[src/rtl/smbd_pkg.sv]
package smbd_pkg;

    typedef enum logic [3:0] {
        S_IDLE,
        S_ADDR,
        S_CMD,
        S_EE_LO,
        S_EE_DATA,
        S_BLK_CNT,
        S_BLK_DATA,
        S_BLK_TAIL,
        S_BLK_END,
        S_DONE,
        S_IGNORE
    } state_t;

    typedef enum logic [1:0] {
        CMD_RAM,
        CMD_EE,
        CMD_BLK,
        CMD_BAD
    } cmd_t;

endpackage

[src/rtl/smbd_cmd_class.sv]
module smbd_cmd_class
    import smbd_pkg::*;
#(
    parameter logic [7:0] RAM_TOP   = 8'h6F,
    parameter logic [7:0] EE_HI_MIN = 8'h80,
    parameter logic [7:0] EE_HI_MAX = 8'h9F,
    parameter logic [7:0] BLK_CMD   = 8'hA0
) (
    input  logic [7:0] cmd,
    output cmd_t       kind
);

    always_comb begin
        if (cmd <= RAM_TOP) begin
            kind = CMD_RAM;
        end else if (cmd >= EE_HI_MIN && cmd <= EE_HI_MAX) begin
            kind = CMD_EE;
        end else if (cmd == BLK_CMD) begin
            kind = CMD_BLK;
        end else begin
            kind = CMD_BAD;
        end
    end

endmodule

[src/rtl/smbd_ptr_regs.sv]
module smbd_ptr_regs #(
    parameter int RAM_AW = 7,
    parameter int EE_AW  = 13,
    localparam int HI_W  = EE_AW - 8
) (
    input  logic              clk,
    input  logic              rst_n,
    input  logic              ld_ram,
    input  logic [RAM_AW-1:0] ram_val,
    input  logic              ld_hi,
    input  logic [HI_W-1:0]   hi_val,
    input  logic              ld_lo,
    input  logic [7:0]        lo_val,
    output logic [RAM_AW-1:0] ram_ptr,
    output logic [EE_AW-1:0]  ee_ptr,
    output logic              sel_ee
);

    logic [HI_W-1:0] hi_q;

    always_ff @(posedge clk or negedge rst_n) begin
        if (!rst_n) begin
            hi_q    <= '0;
            ram_ptr <= '0;
            ee_ptr  <= '0;
            sel_ee  <= 1'b0;
        end else begin
            if (ld_hi) begin
                hi_q <= hi_val;
            end
            if (ld_lo) begin
                ee_ptr <= {hi_q, lo_val};
                sel_ee <= 1'b1;
            end else if (ld_ram) begin
                ram_ptr <= ram_val;
                sel_ee  <= 1'b0;
            end
        end
    end

endmodule

[src/rtl/smb_mem_cmd_dec.sv]
module smb_mem_cmd_dec
    import smbd_pkg::*;
#(
    parameter logic [6:0] SLAVE_ADDR = 7'h2C,
    parameter int         BLK_LEN    = 32,
    parameter int         RAM_AW     = 7,
    parameter int         EE_AW      = 13,
    parameter int         PAGE_BYTES = 64,
    parameter logic [7:0] RAM_TOP    = 8'h6F,
    parameter logic [7:0] EE_HI_MIN  = 8'h80,
    parameter logic [7:0] EE_HI_MAX  = 8'h9F,
    parameter logic [7:0] BLK_CMD    = 8'hA0,
    localparam int        PG_OFS     = $clog2(PAGE_BYTES),
    localparam int        PAGE_W     = EE_AW - PG_OFS
) (
    input  logic              clk,
    input  logic              rst_n,
    input  logic              ev_start,
    input  logic              ev_stop,
    input  logic              ev_byte,
    input  logic              byte_first,
    input  logic [7:0]        byte_data,
    input  logic [2:0]        ctl_mode,
    input  logic              erase_busy,
    output logic              ack_vld,
    output logic              ack,
    output logic [RAM_AW-1:0] ram_ptr,
    output logic [EE_AW-1:0]  ee_ptr,
    output logic              ptr_is_ee,
    output logic              wr_req,
    output logic [EE_AW-1:0]  wr_addr,
    output logic [7:0]        wr_data,
    output logic              erase_req,
    output logic [PAGE_W-1:0] erase_page,
    output logic              blk_vld,
    output logic [7:0]        blk_data,
    output logic              blk_done,
    output logic              rd_go
);

    localparam int CNT_W = $clog2(BLK_LEN + 1);
    localparam int HI_W  = EE_AW - 8;

    state_t             st, st_nx;
    cmd_t               cmd_kind;
    logic [CNT_W-1:0]   cnt;
    logic               a_vld, a_ok;
    logic               do_ram, do_hi, do_lo, do_wr, do_er, do_bv, do_done, do_rd;
    logic               cnt_clr, cnt_inc;

    smbd_cmd_class #(
        .RAM_TOP   (RAM_TOP),
        .EE_HI_MIN (EE_HI_MIN),
        .EE_HI_MAX (EE_HI_MAX),
        .BLK_CMD   (BLK_CMD)
    ) u_class (
        .cmd  (byte_data),
        .kind (cmd_kind)
    );

    smbd_ptr_regs #(
        .RAM_AW (RAM_AW),
        .EE_AW  (EE_AW)
    ) u_ptr (
        .clk     (clk),
        .rst_n   (rst_n),
        .ld_ram  (do_ram),
        .ram_val (byte_data[RAM_AW-1:0]),
        .ld_hi   (do_hi),
        .hi_val  (byte_data[HI_W-1:0]),
        .ld_lo   (do_lo),
        .lo_val  (byte_data),
        .ram_ptr (ram_ptr),
        .ee_ptr  (ee_ptr),
        .sel_ee  (ptr_is_ee)
    );

    // Next-state and action decode
    always_comb begin
        st_nx   = st;
        a_vld   = 1'b0;
        a_ok    = 1'b0;
        do_ram  = 1'b0;
        do_hi   = 1'b0;
        do_lo   = 1'b0;
        do_wr   = 1'b0;
        do_er   = 1'b0;
        do_bv   = 1'b0;
        do_done = 1'b0;
        do_rd   = 1'b0;
        cnt_clr = 1'b0;
        cnt_inc = 1'b0;
        if (ev_stop) begin
            st_nx   = S_IDLE;
            do_done = (st == S_BLK_END);
        end else if (ev_start) begin
            st_nx = S_ADDR;
            do_rd = (st == S_EE_DATA) && ctl_mode[0] && !erase_busy;
        end else if (ev_byte) begin
            a_vld = 1'b1;
            if (erase_busy) begin
                st_nx = S_IGNORE;
            end else begin
                unique case (st)
                    S_ADDR: begin
                        if (byte_first && byte_data[7:1] == SLAVE_ADDR) begin
                            a_ok  = 1'b1;
                            st_nx = byte_data[0] ? S_DONE : S_CMD;
                        end else begin
                            st_nx = S_IGNORE;
                        end
                    end
                    S_CMD: begin
                        unique case (cmd_kind)
                            CMD_RAM: begin
                                a_ok   = 1'b1;
                                do_ram = 1'b1;
                                st_nx  = S_DONE;
                            end
                            CMD_EE: begin
                                a_ok  = 1'b1;
                                do_hi = 1'b1;
                                st_nx = S_EE_LO;
                            end
                            CMD_BLK: begin
                                if (ptr_is_ee && !ctl_mode[1]) begin
                                    st_nx = S_IGNORE;
                                end else begin
                                    a_ok    = 1'b1;
                                    cnt_clr = 1'b1;
                                    st_nx   = S_BLK_CNT;
                                end
                            end
                            default: st_nx = S_IGNORE;
                        endcase
                    end
                    S_EE_LO: begin
                        a_ok  = 1'b1;
                        do_lo = 1'b1;
                        st_nx = S_EE_DATA;
                    end
                    S_EE_DATA: begin
                        if (ctl_mode[2]) begin
                            a_ok  = 1'b1;
                            do_er = 1'b1;
                            st_nx = S_DONE;
                        end else if (ctl_mode[1]) begin
                            a_ok  = 1'b1;
                            do_wr = 1'b1;
                            st_nx = S_DONE;
                        end else begin
                            st_nx = S_IGNORE;
                        end
                    end
                    S_BLK_CNT: begin
                        if (byte_data == 8'(BLK_LEN)) begin
                            a_ok  = 1'b1;
                            st_nx = S_BLK_DATA;
                        end else begin
                            st_nx = S_IGNORE;
                        end
                    end
                    S_BLK_DATA: begin
                        a_ok    = 1'b1;
                        do_bv   = 1'b1;
                        cnt_inc = 1'b1;
                        if (cnt == CNT_W'(BLK_LEN - 1)) begin
                            st_nx = S_BLK_TAIL;
                        end
                    end
                    S_BLK_TAIL: begin
                        a_ok  = 1'b1;
                        st_nx = S_BLK_END;
                    end
                    default: st_nx = st;
                endcase
            end
        end
    end

    // State register
    always_ff @(posedge clk or negedge rst_n) begin
        if (!rst_n) begin
            st <= S_IDLE;
        end else begin
            st <= st_nx;
        end
    end

    // Block byte counter
    always_ff @(posedge clk or negedge rst_n) begin
        if (!rst_n) begin
            cnt <= '0;
        end else if (cnt_clr) begin
            cnt <= '0;
        end else if (cnt_inc) begin
            cnt <= cnt + 1'b1;
        end
    end

    // Registered outputs
    always_ff @(posedge clk or negedge rst_n) begin
        if (!rst_n) begin
            ack_vld    <= 1'b0;
            ack        <= 1'b0;
            wr_req     <= 1'b0;
            wr_addr    <= '0;
            wr_data    <= '0;
            erase_req  <= 1'b0;
            erase_page <= '0;
            blk_vld    <= 1'b0;
            blk_data   <= '0;
            blk_done   <= 1'b0;
            rd_go      <= 1'b0;
        end else begin
            ack_vld   <= a_vld;
            ack       <= a_ok;
            wr_req    <= do_wr;
            erase_req <= do_er;
            blk_vld   <= do_bv;
            blk_done  <= do_done;
            rd_go     <= do_rd;
            if (do_wr) begin
                wr_addr <= ee_ptr;
                wr_data <= byte_data;
            end
            if (do_er) begin
                erase_page <= ee_ptr[EE_AW-1:PG_OFS];
            end
            if (do_bv) begin
                blk_data <= byte_data;
            end
        end
    end

endmodule

[config.mk]
export PLATFORM = sky130hd
export DESIGN_NAME = smb_mem_cmd_dec
export DESIGN_NICKNAME = d
export VERILOG_FILES = /design/src/rtl/smbd_pkg.sv /design/src/rtl/smbd_cmd_class.sv /design/src/rtl/smbd_ptr_regs.sv /design/src/rtl/smb_mem_cmd_dec.sv
export SDC_FILE = /design/constraint.sdc
export NUM_CORES = 1
export LEC_CHECK = 0
export BUFFER_PORTS_ARGS = -buffer_cell sky130_fd_sc_hd__buf_2
export CORE_ASPECT_RATIO = 0.6
export CORE_MARGIN = 4
export CORE_UTILIZATION = 45
export CTS_BUF_LIST = sky130_fd_sc_hd__clkbuf_16
export DETAILED_ROUTE_END_ITERATION = 16
export GPL_TIMING_DRIVEN = 0
export PLACE_DENSITY = 0.69
export RECOVER_POWER = 100
export SLEW_MARGIN = 25
export SYNTH_ARGS = -nofsm -noshare
export SYNTH_HDL_FRONTEND = slang
export SYNTH_SLANG_ARGS = --single-unit
[constraint.sdc]
create_clock -name clk -period 4.9 [get_ports clk]
set_clock_uncertainty 0.15 [all_clocks]
set_input_delay 0.49 -clock clk [delete_from_list [all_inputs] [get_ports clk]]
set_output_delay 0.49 -clock clk [all_outputs]
set_load 0.02 [all_outputs]
==> summary.md <==
| Metric | Value |
|---|---|
| Final hold viol count | `0` |
| Slew Viols, Final | `0` |
| Crit path buffers/inverters | `2` |
| Critical path's most frequent cell | `clkbuf_1` |
| Post-CTS sizing | `0` |
| Slew margin rel. | `1.31%` |
| Nets | `around 370` |
| CP max-delay cell | `nor4b_1` |
| Kind of critical path | `reg -> reg` |
| Worst-skew pair later-pin latency | `0.33 ns` |
| # Post-CTS Setup Buffers | `0` |
| Post-Place Setup Slack | `approximately 2.4 ns` |
| Area leader, netlist | `dfrtp_1` |
| Antenna Cells | `0` |
| Combinational family with the most area after synthesis | `multiplexers` |
| PortBufs | `78` |
| Simple-Gate Fraction of Synth Area | `between 10 and 15%` |
| H-tree Lvls | `3` |
| CP cell instances | `clkbuf_1 > nor4b_1 > and3_1 > or4b_1 > clkbuf_1 > mux2_1` |
| Setup TNS | `0 ns` |
| Required time of the critical path | `4.96 ns` |
| Via count of the first global-routing pass | `roughly 2400` |
| Synth Area in XOR/XNOR | `under 10%` |
| Gr usage total | `18.3%` |
| Cell internal pwr | `1080 uW` |
| Root Driver | `clkbuf_16` |
| Sequential-to-total area share from yosys stat | `a little under three fifths` |
| Gr ovfl total | `0` |
| Crit. path cell count | `6` |
| Worst hold slack | `around 0.24 ns` |
| Final wirelength | `between 7000 and 8000 um` |
| Final HPWL DP | `approximately 6000 um` |
| I/O Pins | `82` |
| WP data arrival | `a little under 3 ns` |
| Largest net degree at the start of global routing | `55` |
| Top cell type's share of synthesized area | `a little under three fifths` |
| Width of the die | `around 120 um` |
| Die Span Y | `76.2 um` |
| Power Dens Cells | `between 300 and 400 nW/um^2` |
| DIE AREA | `~9300 um^2` |
| Antenna viol nets, final | `0` |
| HP Class | `in -> reg` |
| Post-Synth Adder-Cell Area | `less than 1%` |
| GP Congestion | `roughly 0.88` |
| Clock tree buffer depth | `2` |
| Max Fanout on Critical Path | `9` |
| Compound-Gate Fraction of Synth Area | `around 5.3%` |
| Routed wire per std cell | `17.3 um` |
| Post-synth ARST share | `between 90% and 100%` |
| Drt first pass iters | `4` |
| Max-Cap Viols | `0` |
| Mapped Avg Cell Area | `13.3 um^2` |
| Synth unique cells | `46` |
| Clk pwr share | `around 45%` |
| First-pass GRT wire length | `between 10000 and 15000 um` |
| Register area | `between 1500 and 2000 um^2` |
| Std cell rows | `24` |
| Final period util | `57.7%` |
| Status | `finished clean` |
| Worst Slack Setup Final | `between 2 and 2.5 ns` |
| RSZ-0062 raised after global routing | `no` |
| Initial Util | `47.2%` |
| Max Fclk | `between 300 and 400 MHz` |
| Multi-input logic area | `1280 um^2` |
| Core area | `~7400 um^2` |
| Fill count | `around 690` |
| Design Area, Final | `between 4000 and 5000 um^2` |
| Detailed-route via count | `~2500` |
| Synthesized cell area | `~3500 um^2` |
| CP Capture Type | `flop` |
| Number of flops mapped to enable cells by yosys | `0` |
| Leakage power | `0.00205 uW` |
| DRT iter0 DRCs | `about 130` |
| CTS Buf Count | `9` |
| Area Growth Syn to Fin | `18.2%` |
| Switching pwr | `324 uW` |
| TritonCTS clock tree | `yes` |
| Largest cells by area after synthesis | `dfrtp_1 (57%), mux2_2 (13%), mux2_4 (8.2%), nand2_1 (1.9%), nor2_1 (1.5%)` |
| CP peak stage delay | `roughly 0.7 ns` |
| Hold Crit Depth | `3` |
| Top_reg_cell synth | `dfrtp_1` |
| Yosys Warn Count | `0` |
| Clk pin slew, worst setup/hold paths | `roughly 0.060 ns` |
| Synth Instances | `263` |
| Combinational power share | `under 10%` |
| Worst-Margin Slew | `1.48 ns` |
| DR vias/cell | `5.32` |
| Cell depth of the worst flop-to-flop path | `6` |
| Initial antenna violation count | `0` |
| CTS Sinks | `79` |
| Final setup viols | `0` |
| #FFs+latches synth | `79` |
| Max VDD drop | `roughly 0.22 mV` |
| Sw frac | `23.0%` |
| CP top delay family | `simple AND/OR/NAND/NOR gates` |
| DR DRC count | `0` |
| Placed Area | `around 4000 um^2` |
| Setup crit start kind | `flop` |
| Post-synthesis mux area share | `roughly a fifth` |
| Sequential fraction of design power | `about 48%` |
| Min cycle time layout | `roughly 2.8 ns` |
| Synth Net Count | `approximately 280` |
| Fraction of layout cells with a size suffix above 1 | `about a fifth` |
repair_timing:
action / in CTS / in global routing
hold endpoints to repair: 25 / 0
hold buffers: 1 / 0
setup endpoints to repair: 0 / 0
final timing paths:
kind	endpoint	slack, ns	startpoint
hold / removal	rd_go$_DFF_PN0_	0.24	ctl_mode[0]
max in group asynchronous	u_ptr.ram_ptr[1]$_DFFE_PN0P_	2.79	rst_n
setup reg to reg	u_ptr.hi_q[3]$_DFFE_PN0P_	2.07	st[0]$_DFFE_PN0P_
min in group asynchronous	wr_data[7]$_DFFE_PN0P_	0.90	rst_n
setup / recovery	u_ptr.hi_q[3]$_DFFE_PN0P_	2.07	st[0]$_DFFE_PN0P_
hold reg to reg	u_ptr.hi_q[0]$_DFFE_PN0P_	0.35	u_ptr.hi_q[0]$_DFFE_PN0P_
cells in the mapped netlist, drive strengths merged (2+ instances only):
master / instances
nand2: 18
a21oi: 4
a31oi: 2
clkbuf: 6
mux2: 58
and3: 4
o21ai: 7
or4: 2
mux2i: 2
a21o: 4
nand4: 4
nor4: 3
nor3b: 2
xor2: 4
or3: 3
xnor2: 2
dfrtp: 79
nor2: 14
buf: 10
inv: 9
nor3: 6
area by class of cell:
| cell class | count | area share [%] |
|---|---|---|
| sequential | 79 | 48.0 |
| multi-input combinational | 159 | 31.2 |
| timing repair buffer | 80 | 8.38 |
| tap | 104 | 3.16 |
| clock inverter | 7 | 1.34 |
| inverter | 9 | 0.820 |
| buffer | 16 | 1.64 |
| clock buffer | 9 | 5.47 |
power by group through the flow:
stage	combinational (uW)	sequential [uW]	clock (uW)
6_report	100	676	632
5_1_grt	112	677	682
4_1_cts	108	676	650
3_5_place_dp	107	688	0
3_3_place_gp	104	687	0
2_1_floorplan	41.1	700	0
registers in the layout (all words and copies together), names as in the netlist, 4 cells and up:
signal         flops
wr_addr           13
erase_page         7
u_ptr.ram_ptr      7
cnt                6
wr_data            8
st                 4
u_ptr.hi_q         5
u_ptr.ee_ptr      13
blk_data           8
per-stage QoR:
step	utilization [%]	power, uW	instances
after floorplan	-	741	263
after global placement	54.2	791	445
after detailed placement	54.6	795	446
after CTS	58.6	1440	463
after global routing	55.8	1470	463
final	55.8	1410	463
kinds of logic (layout without fill, tap and decap cells):
| kind of cell | count (synthesis) | in the layout |
|---|---|---|
| buffers and inverters | 25 | 121 |
| AO/OA/AOI/OAI | 27 | 27 |
| adder cells (fa/ha/maj) | 1 | 1 |
| AND/OR/NAND/NOR | 65 | 65 |
| XOR/XNOR | 6 | 6 |
| flip-flops | 79 | 79 |
| multiplexers | 60 | 60 |
worst reg2reg max path, delay by kind of cell, from the launching register on:
kind	cells	cell delay [ns]
multiplexers	1	0.35
buffers and inverters	2	0.40
flip-flops	1	0.35
AND/OR/NAND/NOR	3	1.46
layer usage:
layer | vias up | wire [um] | GRT usage [%]
met2 | 113 | 3140 | 24.2
met4 | 0 | 91 | 6.15
met1 | 1215 | 3960 | 26.8
met3 | 12 | 798 | 7.42
met5 | - | 0 | 0
li1 | 1121 | - | -
layout by cell type, fill, tap and decap left out, types with 5 or more instances in the layout:
master and count:
mux2_2 39, nor3_1 5, inv_1 10, o21ai_0 7, buf_2 12, dfrtp_1 79, clkbuf_1 80, nand2_1 18
mux2_1 18, clkbuf_16 9, nor2_1 14
Note: power is estimated with default switching activity, not from simulation.
